==> config.mk <==
export PLATFORM = sky130hd
export DESIGN_NAME = dpoll_fsm
export DESIGN_NICKNAME = d
export VERILOG_FILES = /design/src/rtl/dpoll_pkg.sv /design/src/rtl/dpoll_fsm.sv
export SDC_FILE = /design/constraint.sdc
export NUM_CORES = 1
export LEC_CHECK = 0
export ABC_AREA = 0
export CAP_MARGIN = 40
export CORE_MARGIN = 8
export CORE_UTILIZATION = 30
export DETAILED_ROUTE_END_ITERATION = 8
export MAX_ROUTING_LAYER = met4
export PLACE_DENSITY = 0.63
export SLEW_MARGIN = 25
export SYNTH_ARGS = -nofsm -noshare
export SYNTH_HDL_FRONTEND = slang
export SYNTH_SLANG_ARGS = --single-unit
export TNS_END_PERCENT = 10
==> constraint.sdc <==
create_clock -name clk -period 1.7 [get_ports clk]
set_input_delay 0.34 -clock clk [delete_from_list [all_inputs] [get_ports clk]]
set_output_delay 0.34 -clock clk [all_outputs]
set_load 0.03 [all_outputs]
==> src/rtl/dpoll_pkg.sv <==
package dpoll_pkg;

   typedef enum logic [1:0] {
      ST_IDLE    = 2'd0,
      ST_POLL    = 2'd1,
      ST_RECHECK = 2'd2,
      ST_CONFIRM = 2'd3
   } dpoll_state_e;

   typedef enum logic [1:0] {
      OUT_NONE = 2'd0,
      OUT_PASS = 2'd1,
      OUT_FAIL = 2'd2
   } dpoll_outcome_e;

endpackage

==> src/rtl/dpoll_fsm.sv <==
module dpoll_fsm
   import dpoll_pkg::*;
#(
   parameter int ADDR_W = 17,
   parameter int DATA_W = 8
) (
   input  logic              clk,
   input  logic              rst_n,
   input  logic              start_i,
   input  logic [ADDR_W-1:0] start_addr_i,
   input  logic              start_exp_i,
   input  logic              rd_ack_i,
   input  logic [DATA_W-1:0] rd_data_i,
   input  logic              match_i,
   input  logic              tout_i,
   input  logic              expired_i,
   output logic              exp_bit_o,
   output logic              rd_req_o,
   output logic [ADDR_W-1:0] rd_addr_o,
   output logic              busy_o,
   output logic              done_o,
   output logic              pass_o,
   output logic              fail_o,
   output logic [DATA_W-1:0] result_o
);

   dpoll_state_e   state_q, state_d;
   dpoll_outcome_e finish;
   logic [ADDR_W-1:0] addr_q;
   logic              exp_q;

   always_comb begin
      state_d = state_q;
      finish  = OUT_NONE;
      unique case (state_q)
         ST_IDLE: begin
            if (start_i) state_d = ST_POLL;
         end
         ST_POLL: begin
            if (rd_ack_i) begin
               if (match_i)     state_d = ST_CONFIRM;
               else if (tout_i) state_d = ST_RECHECK;
               else             state_d = ST_POLL;
            end
         end
         ST_RECHECK: begin
            if (rd_ack_i) begin
               if (match_i) begin
                  state_d = ST_CONFIRM;
               end else begin
                  state_d = ST_IDLE;
                  finish  = OUT_FAIL;
               end
            end
         end
         ST_CONFIRM: begin
            if (rd_ack_i) begin
               state_d = ST_IDLE;
               finish  = OUT_PASS;
            end
         end
         default: state_d = ST_IDLE;
      endcase
      if (expired_i && state_q != ST_IDLE) begin
         state_d = ST_IDLE;
         finish  = OUT_FAIL;
      end
   end

   always_ff @(posedge clk) begin
      if (!rst_n) begin
         state_q  <= ST_IDLE;
         addr_q   <= '0;
         exp_q    <= 1'b0;
         done_o   <= 1'b0;
         pass_o   <= 1'b0;
         fail_o   <= 1'b0;
         result_o <= '0;
      end else begin
         state_q <= state_d;
         if (state_q == ST_IDLE && start_i) begin
            addr_q <= start_addr_i;
            exp_q  <= start_exp_i;
         end
         done_o <= (finish != OUT_NONE);
         pass_o <= (finish == OUT_PASS);
         fail_o <= (finish == OUT_FAIL);
         if (finish == OUT_PASS) result_o <= rd_data_i;
      end
   end

   assign exp_bit_o = exp_q;
   assign rd_addr_o = addr_q;
   assign busy_o    = (state_q != ST_IDLE);
   assign rd_req_o  = (state_q != ST_IDLE);

   // outcome flags are exclusive and only with done
   a_r8_one_outcome: assert property (@(posedge clk) disable iff (!rst_n)
      done_o |-> $onehot({pass_o, fail_o}));
   a_r8_no_stray_flag: assert property (@(posedge clk) disable iff (!rst_n)
      !done_o |-> !pass_o && !fail_o);
   a_r8_done_pulse: assert property (@(posedge clk) disable iff (!rst_n)
      done_o |=> !done_o);
   a_r8_idle_at_done: assert property (@(posedge clk) disable iff (!rst_n)
      done_o |-> !busy_o);
   // request held until acknowledged (unless the limit fires)
   a_r2_req_hold: assert property (@(posedge clk) disable iff (!rst_n)
      rd_req_o && !rd_ack_i && !expired_i |=> rd_req_o);
   // address cannot move during an operation
   a_r9_addr_stable: assert property (@(posedge clk) disable iff (!rst_n)
      busy_o && $past(busy_o) |-> $stable(rd_addr_o));
   // no request right after completion
   a_r11_quiet_after_done: assert property (@(posedge clk) disable iff (!rst_n)
      done_o |-> !rd_req_o);
   // a mismatching recheck always ends the operation in fail
   a_r6_recheck_final: assert property (@(posedge clk) disable iff (!rst_n)
      state_q == ST_RECHECK && rd_ack_i && !match_i |=> fail_o);

endmodule

Word level (Yosys, flattened, before mapping)
Index checks and enable logic that the tools add are counted.
{"block": "classes", "shifts": 0, "add_sub_neg": 0, "div_mod_pow": 0, "n_reduce_logical": 7, "mul": 0, "n_bitwise": 1, "n_lt_le_gt_ge": 0, "eq_ne": 9, "mux": 13}
{"cell": "two-way mux 2 bit", "count": 10}
{"cell": "!= test 2 bit, second input constant", "count": 4}
{"cell": "case mux 2 bit (4 select lines)", "count": 1}
{"cell": "equality test 2 bit, second input constant", "count": 3}
{"cell": "equality test 2 x 1 -> 1 bit, second input constant", "count": 2}
{"cell": "case mux 2 bit (2 select lines)", "count": 1}
{"cell": "AND reduction 4 bit", "count": 1}
{"cell": "nonzero test 2 bit", "count": 2}
{"cell": "logical AND 1 bit", "count": 2}
{"cell": "zero test 2 bit", "count": 1}
{"cell": "OR reduction 2 bit", "count": 1}
{"cell": "two-way mux 1 bit", "count": 1}
{"cell": "inverter 1 bit", "count": 1}
{"block": "totals", "latchBits": 0, "n_memories": 0, "in_bits": 33, "reg_bits": 31, "mem_bits_ro": 0, "ramBits": 0, "elab_cells": 37}

Depth between registers and ports, before layout
{"block": "logic_depth", "word_depth": 5, "depth_mapped": 6}

Least setup slack after synthesis
OpenSTA, ideal clock, no wires.
{"block": "synth_timing", "kind": "reg2out", "start": "reg state_q[0]", "end": "out rd_req_o", "stages_incl_launch_ff": 4, "path_slack_ns": 0.292, "arrival_time_ns": 1.068, "path_cell_list": "dfxtp_1 -> buf_4 -> or2_2 -> buf_4"}
{"block": "synth_via", "elab_chain_cells": 1}
{"item": "start, declared", "line": "dpoll_fsm.sv:27", "source": "dpoll_state_e state_q, state_d;"}
{"item": "start signal, assigned", "line": "dpoll_fsm.sv:80", "source": "state_q <= state_d;"}
{"item": "nonzero test 2 bit"}
{"item": "end, declared", "line": "dpoll_fsm.sv:18", "source": "output logic rd_req_o,"}
Every way passes these cells.

Worst setup path after layout
{"block": "layout_timing", "start": "reg result_o[5]", "end": "out result_o[5]"}
{"item": "start, declared", "line": "dpoll_fsm.sv:24", "source": "output logic [DATA_W-1:0] result_o"}
{"item": "start signal, assigned", "line": "dpoll_fsm.sv:88", "source": "if (finish == OUT_PASS) result_o <= rd_data_i;"}
No word-level cell between the ends.

==> run metrics <==
diodes inserted=0; core box area=4030 um^2; first-pass GRT wire length=5.78 mm; I/O pin cnt=64; Post-Synthesis Cells=146; commonest non-fill, non-tap cell in the layout=clkdlybuf4s50_1; Place WS=0.0266 ns; Fin Setup TNS=0 ns; status=complete, no violations; clk buf depth=2; VDD IR-drop max=587 uV; syn_area_per_cell=8.63 um^2; Compound-Gate Fraction of Synth Area=0.205; fin util=0.501; Die ar.=6530 um^2; CTS tree=done; Routed WL=3.53 mm; largest family of logic cells by synthesized area=simple AND/OR/NAND/NOR gates; Buf/Inv on CP=1; unrepaired setup endpoints after global routing=no; via count=1,188; Root Buffer=clkbuf_8; Worst path top cell family by delay=buffers and inverters; Slew Limit Fails=0; setup violators final=0; CTS resizes=0; Die Height=80.8 um; Final ANT Viol Nets=0; post-CTS setup buffers=0; CTS Buf Count=5; final hold vios=0; P_leak=0.765 nW; Area growth syn-to-layout=60.2%; Worst-Skew Late Latency=0.27 ns; largest area contributor in the netlist=dfxtp_1; RD Place Congestion=0.799; Placement Rows=23; Max-Cap Viols=0; simple-gate share of the synthesized area=0.234; Post-Synth Adder-Cell Area=0; vias in the first global route=1,209; HPWL after DPL=2.72 mm; mux contribution to synthesized area=0; Port-buffer cells=63; sequential cell area fraction in the yosys report=0.493; Starting Density=0.313; crit share post-route=0.964; Hold WS=0.453 ns; CTS H-Tree Depth=2; Worst-path clk slew=0.06 ns; share of cells above drive strength 1=0.0798; Post-Syn Area=1260 um^2; Crit Path Class=reg2out; WL/cell=13.4 um; gr usage total=0.116; worst-margin pin slew=0.382 ns; clock sink count=31; most frequent cells in the layout=60 x clkdlybuf4s50_1, 54 x nand2_1, 31 x dfxtp_1; nature of the critical path endpoint=output port; Synth Area in XOR/XNOR=0; Final Critical Period=1.64 ns; grt total ovfl=0; Slowest-stage cell, CP=clkdlybuf4s50_1; Worst EP required=1.36 ns; syn_nets=179; initial antenna violation count=0; Slew HR=0.745; CP max stage delay=0.69 ns; FMAX=611 MHz; Clock Skews=0.00445 ns; Area contributors post-synth=dfxtp_1 49%, nand2_1 16%, a21boi_0 7.7%; YS warnings=0; First-pass DRT Iterations=4; Tightest Hold Check Type=reg2reg; largest net degree at the start of global routing=19; fin nets=245; CP Cell Sequence=clkdlybuf4s50_1; Post-CTS Hold Buffers=0; DRT iter0 DRCs=68; Yosys top cell area share=0.493; Synth cell types=24; detailed-route DRC error count=0; CP arrival=1.30 ns; Pwr Density=834 nW/um^2; startpoint types=register; vias per cell=4.52; Setup WS post-layout=0.0620 ns; CP max FO=2; flop and latch count out of synthesis=31; width of the die=80.8 um
[cell type report]
type                       count  area [um^2]
fill                         401         2010
timing repair buffer          70          693
sequential                    31          621
multi-input combinational    102          553
clock buffer                   7         76.3
tap                           50         62.6
inverter                       2         7.51
clock inverter                 1         5.00
[cells in the mapped netlist]
library cell,instances
a311oi_1,1
clkbuf_1,4
buf_6,3
o2111ai_1,1
nor2_1,2
or2_2,1
inv_1,2
and3_1,1
buf_4,4
o21ai_0,2
a21boi_1,13
or3b_1,1
nor3b_4,1
a21o_1,1
nand2b_1,2
dfxtp_1,31
nor3b_1,1
and4b_1,1
nand4b_1,1
a21oi_1,4
a21boi_0,13
nand2_1,54
a211oi_1,1
and2_1,1
[tightest hold or removal path, stage by stage (launching register included)]
cell and delay [ns]:
dfxtp_1 0.31, nand2_1 0.05, a21boi_1 0.05
[stage by stage]
stage,instances,power (W),area (um^2)
6_report,263,0.00168,2020
5_1_grt,263,0.00178,2020
4_1_cts,263,0.00171,2020
3_5_place_dp,255,0.00118,1930
3_3_place_gp,255,0.00117,1930
2_1_floorplan,146,0.00100,1260
[layer usage]
layer  vias up  part of all wire  global-route usage
met1       535              0.43               0.130
met2        39              0.48               0.184
met5         -                 0                   -
met4         0            0.0076              0.0429
li1        608                 -                   -
met3         6             0.088              0.0464
[logic make-up after synthesis]
family | count (synthesis)
flops | 31
compound gates | 36
buf+inv | 13
simple gates | 66
[power breakdown]
part           leakage, nW  internal [W]  switching, W
combinational        0.470      0.000187      0.000178
clock               0.0422      0.000286      0.000242
sequential           0.253      0.000764     0.0000273
[final timing paths]
kind / end / slack [ns] / depth (start not counted) / startpoint
hold / removal: rd_addr_o[13] / 0.45 / 2 / rd_addr_o[13]
hold reg to reg: rd_addr_o[13] / 0.45 / 2 / rd_addr_o[13]
setup reg to reg: result_o[6] / 0.26 / 3 / state_q[0]
setup / recovery: result_o[5] / 0.06 / 1 / result_o[5]
[registers in the layout, indices dropped and copies added, names as in the netlist]
register   flops
pass_o         1
state_q        2
result_o       8
done_o         1
rd_addr_o     17
fail_o         1
exp_bit_o      1
(Power assumes the default switching activity.)
